==> src/rtl/pwm_timer_pkg.sv <==
package pwm_timer_pkg;

   typedef enum logic [1:0] {
      SEL_CTRL   = 2'd0,
      SEL_COUNT  = 2'd1,
      SEL_DUTY   = 2'd2,
      SEL_PERIOD = 2'd3
   } reg_sel_e;

   // control word, LSB first: psc_sel[2:0], src_ext[3], out_en[4], act_low[5], abrupt[6]
   typedef struct packed {
      logic       abrupt;
      logic       act_low;
      logic       out_en;
      logic       src_ext;
      logic [2:0] psc_sel;
   } ctrl_t;

   localparam int CTRL_W = $bits(ctrl_t);

endpackage

==> src/rtl/pwm_psc.sv <==
module pwm_psc #(
   parameter int PSC_MAX = 5
) (
   input  logic       clk,
   input  logic       rst_n,
   input  logic       run,
   input  logic       src_ext,
   input  logic       ext_tick,
   input  logic [2:0] sel,
   input  logic       clr,
   output logic       tick
);
   localparam int PSC_W = (PSC_MAX == 0) ? 1 : 2 * PSC_MAX;
   localparam int N_SEL = 8;

   logic [PSC_W-1:0] lim [N_SEL];
   logic [PSC_W-1:0] pcnt_q;
   logic             step;
   logic             at_lim;

   // terminal count per select; selects above PSC_MAX saturate
   for (genvar i = 0; i < N_SEL; i++) begin : g_lim
      if (i <= PSC_MAX) begin : g_ok
         assign lim[i] = PSC_W'((1 << (2 * i)) - 1);
      end else begin : g_sat
         assign lim[i] = PSC_W'((1 << (2 * PSC_MAX)) - 1);
      end
   end

   assign step   = run && (src_ext ? ext_tick : 1'b1);
   assign at_lim = (pcnt_q == lim[sel]);
   assign tick   = step && at_lim && !clr;

   always_ff @(posedge clk or negedge rst_n) begin
      if (!rst_n) begin
         pcnt_q <= '0;
      end else if (clr) begin
         pcnt_q <= '0;
      end else if (step) begin
         pcnt_q <= at_lim ? '0 : pcnt_q + PSC_W'(1);
      end
   end

endmodule

==> src/rtl/pwm_cnt.sv <==
module pwm_cnt #(
   parameter int CNT_W = 16
) (
   input  logic             clk,
   input  logic             rst_n,
   input  logic             tick,
   input  logic             ld,
   input  logic [CNT_W-1:0] ld_val,
   input  logic [CNT_W-1:0] period,
   output logic [CNT_W-1:0] cnt,
   output logic             wrap
);
   localparam logic [CNT_W-1:0] ONE = CNT_W'(1);

   logic [CNT_W-1:0] cnt_q;

   assign cnt  = cnt_q;
   assign wrap = tick && !ld && (cnt_q == period);

   always_ff @(posedge clk or negedge rst_n) begin
      if (!rst_n) begin
         cnt_q <= '0;
      end else if (ld) begin
         cnt_q <= ld_val;
      end else if (tick) begin
         cnt_q <= (cnt_q == period) ? '0 : cnt_q + ONE;
      end
   end

endmodule

==> src/rtl/pwm_out_stage.sv <==
module pwm_out_stage #(
   parameter int CNT_W = 16
) (
   input  logic             clk,
   input  logic             rst_n,
   input  logic [CNT_W-1:0] cnt,
   input  logic [CNT_W-1:0] duty,
   input  logic [CNT_W-1:0] period,
   input  logic             out_en,
   input  logic             act_low,
   input  logic             abrupt,
   input  logic             running,
   input  logic             wrap,
   output logic             gate,
   output logic             pwm
);
   logic gate_q;
   logic pwm_q;
   logic in_active;

   assign in_active = (period != '0) && (duty <= period) && (cnt >= duty);
   assign gate      = gate_q;
   assign pwm       = pwm_q;

   always_ff @(posedge clk or negedge rst_n) begin
      if (!rst_n) begin
         gate_q <= 1'b0;
      end else if (out_en) begin
         gate_q <= 1'b1;
      end else if (abrupt || !running || wrap) begin
         gate_q <= 1'b0;
      end
   end

   always_ff @(posedge clk or negedge rst_n) begin
      if (!rst_n) begin
         pwm_q <= 1'b0;
      end else begin
         pwm_q <= act_low ^ (gate_q && in_active);
      end
   end

endmodule

==> src/rtl/pwm_timer_chan.sv <==
module pwm_timer_chan
   import pwm_timer_pkg::*;
#(
   parameter int CNT_W   = 16,
   parameter int PSC_MAX = 5
) (
   input  logic             clk,
   input  logic             rst_n,
   input  logic             ext_tick,
   input  logic             wr_en,
   input  logic [1:0]       wr_sel,
   input  logic [CNT_W-1:0] wr_data,
   input  logic             start,
   input  logic             stop,
   output logic             pwm_out,
   output logic [CNT_W-1:0] count
);
   if (CNT_W < CTRL_W) begin : g_chk_w
      $error("CNT_W must hold the control word");
   end
   if (PSC_MAX < 0 || PSC_MAX > 7) begin : g_chk_psc
      $error("PSC_MAX must lie in 0..7");
   end

   ctrl_t            ctrl_q;
   logic [CNT_W-1:0] duty_q;
   logic [CNT_W-1:0] period_q;
   logic             run_q;
   logic             cnt_ld;
   logic             tick;
   logic             wrap;
   logic             gate;
   logic [CNT_W-1:0] cnt;

   assign cnt_ld = wr_en && (reg_sel_e'(wr_sel) == SEL_COUNT);
   assign count  = cnt;

   always_ff @(posedge clk or negedge rst_n) begin
      if (!rst_n) begin
         ctrl_q   <= '0;
         duty_q   <= '0;
         period_q <= '0;
      end else if (wr_en) begin
         case (reg_sel_e'(wr_sel))
            SEL_CTRL:   ctrl_q   <= ctrl_t'(wr_data[CTRL_W-1:0]);
            SEL_DUTY:   duty_q   <= wr_data;
            SEL_PERIOD: period_q <= wr_data;
            default:    ;
         endcase
      end
   end

   always_ff @(posedge clk or negedge rst_n) begin
      if (!rst_n) begin
         run_q <= 1'b0;
      end else if (stop) begin
         run_q <= 1'b0;
      end else if (start) begin
         run_q <= 1'b1;
      end
   end

   pwm_psc #(.PSC_MAX(PSC_MAX)) u_psc (
      .clk      (clk),
      .rst_n    (rst_n),
      .run      (run_q),
      .src_ext  (ctrl_q.src_ext),
      .ext_tick (ext_tick),
      .sel      (ctrl_q.psc_sel),
      .clr      (cnt_ld),
      .tick     (tick)
   );

   pwm_cnt #(.CNT_W(CNT_W)) u_cnt (
      .clk    (clk),
      .rst_n  (rst_n),
      .tick   (tick),
      .ld     (cnt_ld),
      .ld_val (wr_data),
      .period (period_q),
      .cnt    (cnt),
      .wrap   (wrap)
   );

   pwm_out_stage #(.CNT_W(CNT_W)) u_out (
      .clk     (clk),
      .rst_n   (rst_n),
      .cnt     (cnt),
      .duty    (duty_q),
      .period  (period_q),
      .out_en  (ctrl_q.out_en),
      .act_low (ctrl_q.act_low),
      .abrupt  (ctrl_q.abrupt),
      .running (run_q),
      .wrap    (wrap),
      .gate    (gate),
      .pwm     (pwm_out)
   );

endmodule

==> config.mk <==
export PLATFORM = sky130hd
export DESIGN_NAME = pwm_timer_chan
export DESIGN_NICKNAME = d
export VERILOG_FILES = /design/src/rtl/pwm_timer_pkg.sv /design/src/rtl/pwm_psc.sv /design/src/rtl/pwm_cnt.sv /design/src/rtl/pwm_out_stage.sv /design/src/rtl/pwm_timer_chan.sv
export SDC_FILE = /design/constraint.sdc
export NUM_CORES = 1
export LEC_CHECK = 0
export BUFFER_PORTS_ARGS = -buffer_cell sky130_fd_sc_hd__buf_2
export CAP_MARGIN = 15
export CORE_UTILIZATION = 25
export CTS_BUF_LIST = sky130_fd_sc_hd__clkbuf_4 sky130_fd_sc_hd__clkbuf_8 sky130_fd_sc_hd__clkbuf_16
export CTS_CLUSTER_SIZE = 8
export DETAILED_ROUTE_END_ITERATION = 12
export GPL_TIMING_DRIVEN = 0
export SKIP_LAST_GASP = 1
export SYNTH_ARGS = -nofsm -noshare
export SYNTH_HDL_FRONTEND = slang
export SYNTH_SLANG_ARGS = --single-unit
==> constraint.sdc <==
create_clock -name clk -period 2.7 [get_ports clk]
set_input_delay 0.135 -clock clk [delete_from_list [all_inputs] [get_ports clk]]
set_output_delay 0.135 -clock clk [all_outputs]
set_load 0.02 [all_outputs]
# After elaboration in Yosys (flattened, before gate mapping)
# Memories as Yosys holds them, arrays and structs flattened.
# Cells that the tools add are included.
# totals
input_bits,24
reg_bits,68
mem_bits_ro,80
wordCells,60
n_memories,1
output_inout_bits,17
# mem_list
name,depth,word_bits,rd,rd_ports_with_merged_regs,write_ports,line_no,source
(no name shown),8,10,1,0,0,pwm_psc.sv:31,assign at_lim = (pcnt_q == lim[sel]);
# classes
n_reduce_logical,22
bitwise,2
mux,13
n_lt_le_gt_ge,3
n_addsub,2
eq_ne,5
# ops
op,count
$mux 10,5
$mux 16,3
$add 16x1->16 const B,1
$eq 16x16->1,1
$ge 16x16->1,1
$le 16x16->1,1
$reduce_bool 16->1,1
$add 10x1->10 const B,1
$eq 10x10->1,1
$logic_and 1x1->1,9
$reduce_bool 2->1,4
$reduce_and 2->1,3
$mux 1,5
$eq 2x2->1 const B,2
$ge 4x4->1 const B,1
$not 3->4,1
$eq 2x1->1 const B,1
$logic_not 1->1,2
$logic_not 2->1,1
$logic_or 1x1->1,2
$xor 1x1->1,1

# Longest topological paths before layout
# Gate-level depths: netlist (run 1).
# logic_depth
word_depth,12
mapped_depth,8

# By module
# A second synthesis (run 1) with hierarchy kept.
# unflattened
hier_cells,441
hier_area_um2,4413.0
# by_module_without_submodules
module,seq_area_each_um2,area_per_inst_um2,cells_per_inst,n_inst
pwm_timer_chan,1001.0,1510.2,87,1
pwm_cnt,400.4,1287.5,156,1
pwm_out_stage,50.0,914.6,122,1
pwm_psc,250.2,700.7,76,1

# Worst setup path before layout (run 1)
# OpenSTA, ideal clock, no wires.
# synth_timing
path_type,flip-flop to flip-flop
from,register u_psc.pcnt_q[0]
to,register u_cnt.cnt_q[11] (netlist: u_cnt.cnt[11])
path_buffers,2
setup_slack_ns,0.524
required_time_ns,2.633
period_less_slack_ns,2.176
arrival_ns,2.110
path_stages_with_launch,9
cell_sequence,dfrtp_1 -> and2_1 -> clkbuf_1 -> mux2i_1 -> a221o_1 -> or4_4 -> buf_6 -> nor4_1 -> a221o_1
# synth_between
elab_chain_len,4
# synth_lines
item,line_no,source
"start, declared",pwm_psc.sv:17,logic [PSC_W-1:0] pcnt_q;
"start signal, assigned",pwm_psc.sv:40,pcnt_q <= at_lim ? '0 : pcnt_q + PSC_W'(1);
$eq 10x10->1,pwm_psc.sv:31,
$logic_and 1x1->1 (2 in a row),pwm_psc.sv:32,assign tick = step && at_lim && !clr;
$reduce_bool 2->1 (no source line),--,
"end signal, assigned",pwm_cnt.sv:24,cnt_q <= ld_val;
"end signal, assigned",pwm_cnt.sv:26,cnt_q <= (cnt_q == period) ? '0 : cnt_q + ONE;
"end, declared",pwm_cnt.sv:15,logic [CNT_W-1:0] cnt_q;
# No other way between the ends.
# A chain may end at the register's enable or synchronous reset.

# Worst setup path after layout (run 1)
# layout_timing
from,register u_psc.pcnt_q[0]
to,register u_cnt.cnt_q[15] (netlist: u_cnt.cnt[15])
# Same word-level chain as after synthesis.

==> results of run 1 <==
-- tightest hold or removal path, stage by stage --
cell    delay [ps]
buf_2           80
nor2_1          30
nor2_1          70
-- registers in the layout (all words and copies together), names as in the netlist --
name          count
duty_q           16
u_psc.pcnt_q     10
ctrl_q            7
u_out.gate        1
period_q         16
u_cnt.cnt        16
u_out.pwm         1
run_q             1
-- metal layers --
layer	global-route usage, %	routed length, um	up-vias
li1	-	-	1571
met1	18.45	5186	1643
met2	21.11	4873	90
met3	3.526	613	11
met4	3.625	136	0
met5	0	0	-
-- cell families (layout without fill, tap and decap cells) --
family | after synthesis | in the layout | share of synthesized area [%]
adders and majority gates | 34 | 34 | 10.40
DFF | 68 | 68 | 41.59
buffers and inverters | 48 | 107 | 4.618
xor gates and xnor gates | 24 | 24 | 5.138
and+or+nand+nor | 118 | 118 | 15.35
muxes | 39 | 39 | 10.67
AOI/OAI and AO/OA | 70 | 70 | 12.23
-- power by group through the flow --
stage                     logic (uW)  registers [uW]  clock network [uW]
after floorplan                  664            1490                   0
after global placement           979            1500                   0
after detailed placement        1010            1510                   0
after CTS                       1020            1500                1170
after global routing            1150            1530                1210
final                           1020            1500                1160
-- cells in the final DEF, fill, tap and decap left out, types with 5 or more instances in the layout --
master	count
dfrtp_1	68
buf_2	41
inv_1	39
mux2_2	37
ha_1	34
nor2_1	25
o21ai_0	21
nand2_1	18
xnor2_1	17
a221o_1	15
nand4_1	13
a21oi_1	12
and3_1	12
nand3_1	11
nor3_1	9
clkbuf_16	9
nor4_1	8
nor3b_1	8
xor2_1	7
clkbuf_1	5
-- how the worst min path moves through the flow --
stage | startpoint | to | slack (ps) | cells past startpoint
after floorplan | rst_n | ctrl_q[0] | -160 | 0
after global placement | stop | run_q | 290 | 2
after detailed placement | stop | run_q | 290 | 2
after CTS | start | run_q | 30 | 3
after global routing | start | run_q | 70 | 3
final | start | run_q | 30 | 3
-- metrics by stage --
stage	util, %	cell area, um^2	cells	power [uW]
floorplan	-	4091	401	2154
global placement	28.61	4562	657	2481
detailed placement	28.66	4569	658	2520
CTS	30.64	4885	676	3691
global route	30.74	4901	676	3897
finish	30.74	4901	676	3674
-- cell type report --
cell class | instances | area (um^2)
plain buffers | 9 | 45.04
multi-input cells | 285 | 2216
clock buffers | 15 | 289.0
clock inverters | 1 | 5.005
well taps | 216 | 270.3
flip-flops and latches | 68 | 1702
fillers | 1679 | 11040
inverters | 39 | 146.4
repair buffers | 43 | 227.7
-- timing repair --
item | 4_1_cts | 5_1_grt
hold buffers | 2 | 0
hold endpoints to repair | 69 | 0
endpoints found under the setup margin | 2 | 15
resized for setup | 1 | 4
==> results.cfg, run 1 <==
[floorplanning]
ios = 41
coreArea_mm2 = 0.01594
rows = 46
start_util_pct = 25.66
dieWidth_um = 129.9
die_y_um = 129.9
dieArea_mm2 = 0.01688

[sta]
timing.final.ws_setup_ps = 160.6
setup_viol = 0
finClkSkew_ps = 6.821
max_freq_ghz = 0.3938
relSlewSlack_pct = 40.48
period_needed_ps = 2539
hold_viol_final = 0
fin_crit_sh_pct = 94.05
tightest_slew_ps = 892.8
holdWs_ps = 26.15
slew_viol_final = 0
totalNegativeSetupSlack_ps = 0

[route]
drc = 0
dr_total_vias = 3315
first_iter_violations = 185
ant_nets = 0
first_pass_iters = 5
totalWireLength_um = 10810
wl_per_cell_um = 15.99
drt-vias-per-instance = 4.904

[global_route]
grt_max_degree = 69
grt_first_pass_wirelength_um = 17100
grt_overflow_total = 0
grt_pass1_vias = 3167
antenna_found_initial = 0
track_usage_pct = 13.52

[critical_path]
r2r_slack_ps = 160
worstPathBufferInverterCount = 2
critPathCaptureType = flop
critPathCapture = u_cnt.cnt[15]
crit_start = u_psc.pcnt_q[0]
timing.rr.start = u_psc.pcnt_q[0]
worst-path-stages = 8
crit_chain = and2_1 -> clkbuf_1 -> mux2i_1 -> a221o_1 -> or4_4 -> clkbuf_1 -> o21ai_0 -> a221o_1
slowest_delay_ps = 570
worst_r2r_path_depth = 8
worstReg2RegEnd = u_cnt.cnt[15]
crit_type = reg -> reg
start_kind = flop
cp_top_family = compound AO/OA/AOI/OAI gates
worst-path-max-fanout = 10
worstPathRequired_ps = 2970
slowest_stage = or4_4
worstPathArrival_ps = 2810

[synth]
synth_seq_cells = 68
ys_top_cells_by_count = dfrtp_1, inv_1, mux2_2, ha_1, nor2_1
syn_inst = 401
yosysMostFrequentCell = dfrtp_1
synthFlopType = dfrtp_1
yosysSeqAreaShare_pct = 41.59
synth.avg_cell_area_um2 = 10.20
synthArstFlopShare_pct = 100.0
synth_warnings = 0
synthTopCellsByArea = dfrtp_1, ha_1, mux2_2, a221o_1, xnor2_1
netlist_area_mm2 = 0.004091
netlist.area_leader.share_pct = 41.59
synth_area_leader_cell = dfrtp_1
syn_nets = 459
synth_edf_count = 0
synthDistinctLibCells = 43

[pwr]
power.leakage_uw = 0.002221
clkPwrFrac_pct = 31.4
vdd_drop_max_v = 0.0003292
p_sw_share_pct = 33.89
sequentialPowerShare_pct = 40.8
powerDensity_mw_per_mm2 = 749.7
p_int_uw = 2429
power_frac_comb_pct = 27.8
p_sw_uw = 1245

[run_status]
status = complete, no violations

[finish]
nets = 513
drive_gt1_share_pct = 22.61
num_antenna_cells = 0
area_growth_syn_to_layout_pct = 19.79

[clocking]
root_buffer = clkbuf_16
cts_tree = done
path_clk_slew_ps = 50
cts_made_buffers = 9
clk_latency_ps = 340
cts-htree-levels = 3
clkSinkCount = 68
post-cts-setup-buffers = 0
cts_buffer_depth = 2

[placed_design]
place.gp.congestion = 0.8328
portBuffers = 40
place_hpwl_um = 8073
dp_slack_ps = 32.80

[worst_hold_path]
hold_class = in -> reg

[flow_run]
maxCapViolations = 0
Power figures use the tool's default switching activity.
==> inputs of run 2 (changes only) <==
--- a/config.mk
+++ b/config.mk
@@ -5,6 +5,7 @@
 export SDC_FILE = /design/constraint.sdc
 export NUM_CORES = 1
 export LEC_CHECK = 0
+export ABC_AREA = 1
 export BUFFER_PORTS_ARGS = -buffer_cell sky130_fd_sc_hd__buf_2
 export CAP_MARGIN = 15
 export CORE_UTILIZATION = 25
==> run 2 against run 1 <==
  * Fmax increased by 22%
  * Sequential share of layout area down 2.5 points
  * Cell area rose by 7.9%
  * Setup slack better by 470 ps
  * Critical path type unchanged
  * Clock power increased by 15%
  * Worst hold slack got worse by 3.7 ps
  * Clock-buffer cell count fell by 3
  * Combinational power increased by 12%
  * Via count grew 20%
  * Critical endpoint is now u_cnt.cnt[10]
  * Synthesized cell count grew 49%
==> results.cfg, run 2 <==
[placed_design]
place_hpwl_um = 9520
portBuffers = 40
dp_slack_ps = 650.8
place_inst = 864
place.gp.congestion = 0.8566

[pwr]
powerDensity_mw_per_mm2 = 740.4
p_sw_share_pct = 35.39
clkPwrFrac_pct = 34.0
sequentialPowerShare_pct = 36.8
p_int_uw = 2530
power_uw = 3915
p_sw_uw = 1385
power.leakage_uw = 0.002719
power_frac_comb_pct = 29.2
vdd_drop_max_v = 0.0003109

[clocking]
root_buffer = clkbuf_16
path_clk_slew_ps = 50
cts_buffer_depth = 2
cts_made_buffers = 9
hold_buffers = 2
clkSinkCount = 68
cts-resized-gates = 0
cts_tree = done
clk_latency_ps = 340
post-cts-setup-buffers = 0
cts-htree-levels = 3

[synth]
ys_top_cells_by_count = nand2_1, inv_1, nand3_1, dfrtp_1, o21ai_0
synth_edf_count = 0
synth_area_leader_cell = dfrtp_1
synthFlopType = dfrtp_1
yosysMostFrequentCell = nand2_1
syn_nets = 656
synth_seq_cells = 68
synth.avg_cell_area_um2 = 7.390
synth_warnings = 0
yosysSeqAreaShare_pct = 38.51
synthTopCellsByArea = dfrtp_1, nand2_1, ha_1, inv_1, nand3_1
netlist_area_mm2 = 0.004419
netlist.area_leader.share_pct = 38.51
synthDistinctLibCells = 30
syn_inst = 598
synthArstFlopShare_pct = 100.0

[floorplanning]
coreArea_mm2 = 0.01730
start_util_pct = 25.55
rows = 48
die_y_um = 135.0
dieWidth_um = 135.0
ios = 41
dieArea_mm2 = 0.01821

[global_route]
grt_max_degree = 69
antenna_found_initial = 0
grt_first_pass_wirelength_um = 20480
track_usage_pct = 14.79
grt_overflow_total = 0
grt_pass1_vias = 3970

[sta]
totalNegativeSetupSlack_ps = 0
max_freq_ghz = 0.4822
setup_viol = 0
relSlewSlack_pct = 60.20
tightest_slew_ps = 597.0
timing.final.ws_setup_ps = 626.0
finClkSkew_ps = 6.547
fin_crit_sh_pct = 76.81
slew_viol_final = 0
hold_viol_final = 0
rsz0062_at_grt = false
period_needed_ps = 2074

[critical_path]
critPathCaptureType = flop
start_kind = flop
crit_type = reg -> reg
worst-path-max-fanout = 6
worstPathArrival_ps = 2290
worstPathRequired_ps = 2920

[route]
first_pass_iters = 5
wl_per_cell_um = 14.04
first_iter_violations = 257
dr_total_vias = 3976
totalWireLength_um = 12380
ant_nets = 0
drt-vias-per-instance = 4.508
drc = 0

[worst_hold_path]
hold_class = in -> reg

[run_status]
status = complete, no violations

[finish]
area_growth_syn_to_layout_pct = 19.65
layout_common_cells = nand2_1, inv_1, nand3_1
layout.cells.most_common = nand2_1
n_fill_cell = 1883
multi_input_area_mm2 = 0.002277
nets = 710
final_cells = 882
ff_latch_area_mm2 = 0.001702
drive_gt1_share_pct = 10.96
num_antenna_cells = 0

[flow_run]
maxCapViolations = 0
run 2: cell types whose count changed after synthesis, moves of 12 or more:
cell     change
a221o_1     -15
and3_1      -12
inv_1       +58
mux2_2      -37
nand2_1    +120
nand3_1     +59
nor2_1      +13
o21ai_0     +31
run 2: power groups by stage:
stage | Sequential, uW | Clock (uW) | Combinational (uW)
2_1_floorplan | 1450 | 0 | 769
3_3_place_gp | 1450 | 0 | 1120
3_5_place_dp | 1460 | 0 | 1140
4_1_cts | 1440 | 1340 | 1150
5_1_grt | 1470 | 1400 | 1340
6_report | 1440 | 1330 | 1140
run 2: logic make-up after synthesis:
kind of cell	share of synthesized area, %
AND/OR/NAND/NOR	27.35
adder cells (fa/ha/maj)	9.626
flip-flops	38.51
XOR/XNOR	5.351
buffers and inverters	9.966
AO/OA/AOI/OAI	9.202
run 2: final timing paths:
path | start | endpoint | slack [ps] | cells after the start
hold / removal | start | run_q | 20 | 3
hold reg to reg | ctrl_q[4] | u_out.gate | 480 | 2
setup reg to reg | u_cnt.cnt[1] | u_cnt.cnt[10] | 630 | 10
setup / recovery | u_cnt.cnt[1] | u_cnt.cnt[10] | 630 | 10
max in group asynchronous | rst_n | duty_q[9] | 2070 | 3
min in group asynchronous | rst_n | u_psc.pcnt_q[3] | 340 | 3
run 2: area by class of cell:
class,count,area share [%]
multi-input combinational,416,43.07
sequential,68,32.18
inverter,99,7.028
tap,225,5.324
clock buffer,12,5.040
timing repair buffer,43,4.733
clock inverter,4,1.325
buffer,15,1.301
run 2: routing by layer:
metal  vias to the layer above  routed length (um)  global-route usage, %
li1                       2037                   -                      -
met2                        77                5901                  24.91
met4                         0                 355                  5.993
met3                        20                 476                  2.553
met1                      1842                5645                  18.70
met5                         -                   0                      0
run 2: critical path, stage by stage (launching register included):
cell and delay [ps]:
dfrtp_1 500, ha_1 240, nand2_1 90, nor2_1 280, nand2_1 150, nor2_1 220, nand2_1 110, o21ai_0 150
inv_1 60, nand3_1 80, nand3_1 70
run 2: per-stage QoR:
step	cell area [um^2]	utilization, %	hold slack [ps]
final	5288	30.57	22.43
after global routing	5288	30.57	23.75
after CTS	5288	30.57	19.98
after detailed placement	4931	28.51	171.7
after global placement	4901	28.33	285.7
after floorplan	4419	-	-160.6
==> inputs of run 3 (changes only) <==
==> constraint.sdc (replaced) <==
create_clock -name clk -period 1.65 [get_ports clk]
set_input_delay 0.0825 -clock clk [delete_from_list [all_inputs] [get_ports clk]]
set_output_delay 0.0825 -clock clk [all_outputs]
set_load 0.02 [all_outputs]
==> run 3 against run 2 <==
  * Power rose by 73%
  * Critical path depth rose by 2
  * Register-to-register slack got worse by 600 ps
  * Via count rose by 8.1%
  * Clock power rose by 46%
  * Final cell count rose by 5.7%
  * Non-clock buffer count rose by 50
  * Fmax rose by 28%
  * Core utilization rose by 3.9 points
==> results.cfg, run 3 (synthesis results as in run 2) <==
[run_status]
status = complete, no violations

[pwr]
powerDensity_mw_per_mm2 = 1139
power.leakage_uw = 0.002972
power_uw = 6784
vdd_drop_max_v = 0.0004485

[critical_path]
cp_top_family = simple AND/OR/NAND/NOR gates
r2r_slack_ps = 30
crit_type = reg -> reg
worst_r2r_path_depth = 12
worstReg2RegEnd = u_out.pwm
slowest_delay_ps = 410
crit_top_cell = nand2_1
critPathCaptureType = flop
worstPathRequired_ps = 1890
start_kind = flop
worstPathArrival_ps = 1860
worst-path-max-fanout = 3
worstPathBufferInverterCount = 1
slowest_stage = dfrtp_1
crit_chain = inv_1 -> ha_1 -> nand2_1 -> nand2_1 -> nand3_1 -> a21oi_2 -> nor2_1 -> nand2_1 -> nand2_2 -> nand3_2 -> nand2_1 -> nand2_1
timing.rr.start = period_q[9]

[floorplanning]
dieWidth_um = 135.0
coreArea_mm2 = 0.01730
dieArea_mm2 = 0.01821
start_util_pct = 25.55
rows = 48
ios = 41
die_y_um = 135.0

[clocking]
cts_buffer_depth = 2
clk_latency_ps = 340
clkSinkCount = 68
cts_tree = done
cts_made_buffers = 9
cts-htree-levels = 3
path_clk_slew_ps = 60
root_buffer = clkbuf_16

[sta]
max_freq_ghz = 0.6171
setup_viol = 0
fin_crit_sh_pct = 98.22
tightest_slew_ps = 566.8
hold_viol_final = 0
slew_viol_final = 0
rsz0062_at_grt = true
totalNegativeSetupSlack_ps = 0
relSlewSlack_pct = 62.21
finClkSkew_ps = 9.080
period_needed_ps = 1621

[global_route]
track_usage_pct = 14.60
grt_overflow_total = 0
grt_first_pass_wirelength_um = 20240
grt_pass1_vias = 4038
antenna_found_initial = 0
grt_max_degree = 46

[finish]
layout.cells.most_common = nand2_1
n_fill_cell = 1797
fin_area_mm2 = 0.005956
nets = 760
final_cells = 932
num_antenna_cells = 0
fin_util_pct = 34.43
drive_gt1_share_pct = 24.19
area_growth_syn_to_layout_pct = 34.77
layout_common_cells = nand2_1, inv_1, nand3_1

[route]
met3WireLength_um = 447
route.met2.wl_um = 6394
totalWireLength_um = 13120
m1WireLength_um = 5904
top_layer = met4
drt-vias-per-instance = 4.612
first_iter_violations = 186
dr_total_vias = 4298
first_pass_iters = 5
ant_nets = 0
drc = 0
wl_per_cell_um = 14.07

[worst_hold_path]
whs_path_depth = 3
hold_start = wr_data[13]
hold_class = in -> reg
hold_end = u_cnt.cnt[13]

[placed_design]
portBuffers = 40
place.gp.congestion = 0.8262
place_area_mm2 = 0.004933
place_hpwl_um = 9507
place_inst = 864

[flow_run]
maxCapViolations = 0
-- run 3: cell count changes in the layout (fill, tap and decap cells not counted), moves of 5 or more --
cell / change
nor3_1: -5
ha_4: +5
nand3_1: -5
nand2_2: +5
ha_1: -6
buf_4: +37
dlygate4sd3_1: +9
nor2_1: -6
buf_6: +7
dfrtp_2: +18
nand2_1: -6
dfrtp_1: -18
-- run 3: worst max path at each step --
stage                             from            to  slack, ps  depth (start not counted)
after floorplan           u_cnt.cnt[9]  u_cnt.cnt[0]         40                          9
after global placement    u_cnt.cnt[9]  u_cnt.cnt[2]       -230                          9
after detailed placement  u_cnt.cnt[9]  u_cnt.cnt[2]       -250                          9
after CTS                 u_cnt.cnt[8]  u_cnt.cnt[2]         -8                          8
after global routing      period_q[11]     u_out.pwm        -60                         10
final                      period_q[9]     u_out.pwm         30                         12
-- run 3: layout make-up --
| class | instances | area, um^2 | share of cell area [%] |
|---|---|---|---|
| inverters | 99 | 374.1 | 6.282 |
| repair buffers | 94 | 683.2 | 11.47 |
| clock buffers | 11 | 240.2 | 4.034 |
| flip-flops and latches | 68 | 1724 | 28.95 |
| clock inverters | 5 | 52.55 | 0.8824 |
| well taps | 225 | 281.5 | 4.727 |
| multi-input cells | 416 | 2517 | 42.27 |
| plain buffers | 14 | 82.58 | 1.387 |
-- run 3: worst register-to-register path, cell delays in order, from the launching register on --
cell and delay (ps):
dfrtp_1 410, inv_1 90, ha_1 300, nand2_1 70
nand2_1 50, nand3_1 100, a21oi_2 60, nor2_1 120
nand2_1 90, nand2_2 70, nand3_2 60, nand2_1 60
nand2_1 40
-- run 3: what timing repair did --
action | in CTS | in global routing
endpoints found under the hold margin | 32 | 0
hold buffers | 11 | 0
pin swaps | 3 | 18
resized for setup | 22 | 59
setup buffers | 7 | 34
cloned | 0 | 1
setup endpoints to repair | 20 | 22
-- run 3: layer usage --
| metal | track usage, % | vias up |
|---|---|---|
| li1 | - | 2130 |
| met5 | 0 | - |
| met2 | 24.83 | 90 |
| met3 | 2.290 | 28 |
| met4 | 7.054 | 0 |
| met1 | 17.99 | 2050 |
-- run 3: metrics by stage --
stage	setup WS [ps]	hold WS [ps]
2_1_floorplan	42.19	-213.1
3_3_place_gp	-234.5	234.5
3_5_place_dp	-254.0	28.22
4_1_cts	-7.706	4.706
5_1_grt	-57.77	10.30
6_report	29.41	6.446
-- run 3: power breakdown --
group | internal [uW] | switching [uW] | total [uW] | leakage, uW
Sequential | 1980 | 380 | 2360 | 0.000838
Combinational | 1100 | 1390 | 2490 | 0.00199
Clock | 1200 | 743 | 1940 | 0.000146
Total | 4270 | 2510 | 6780 | 0.00297
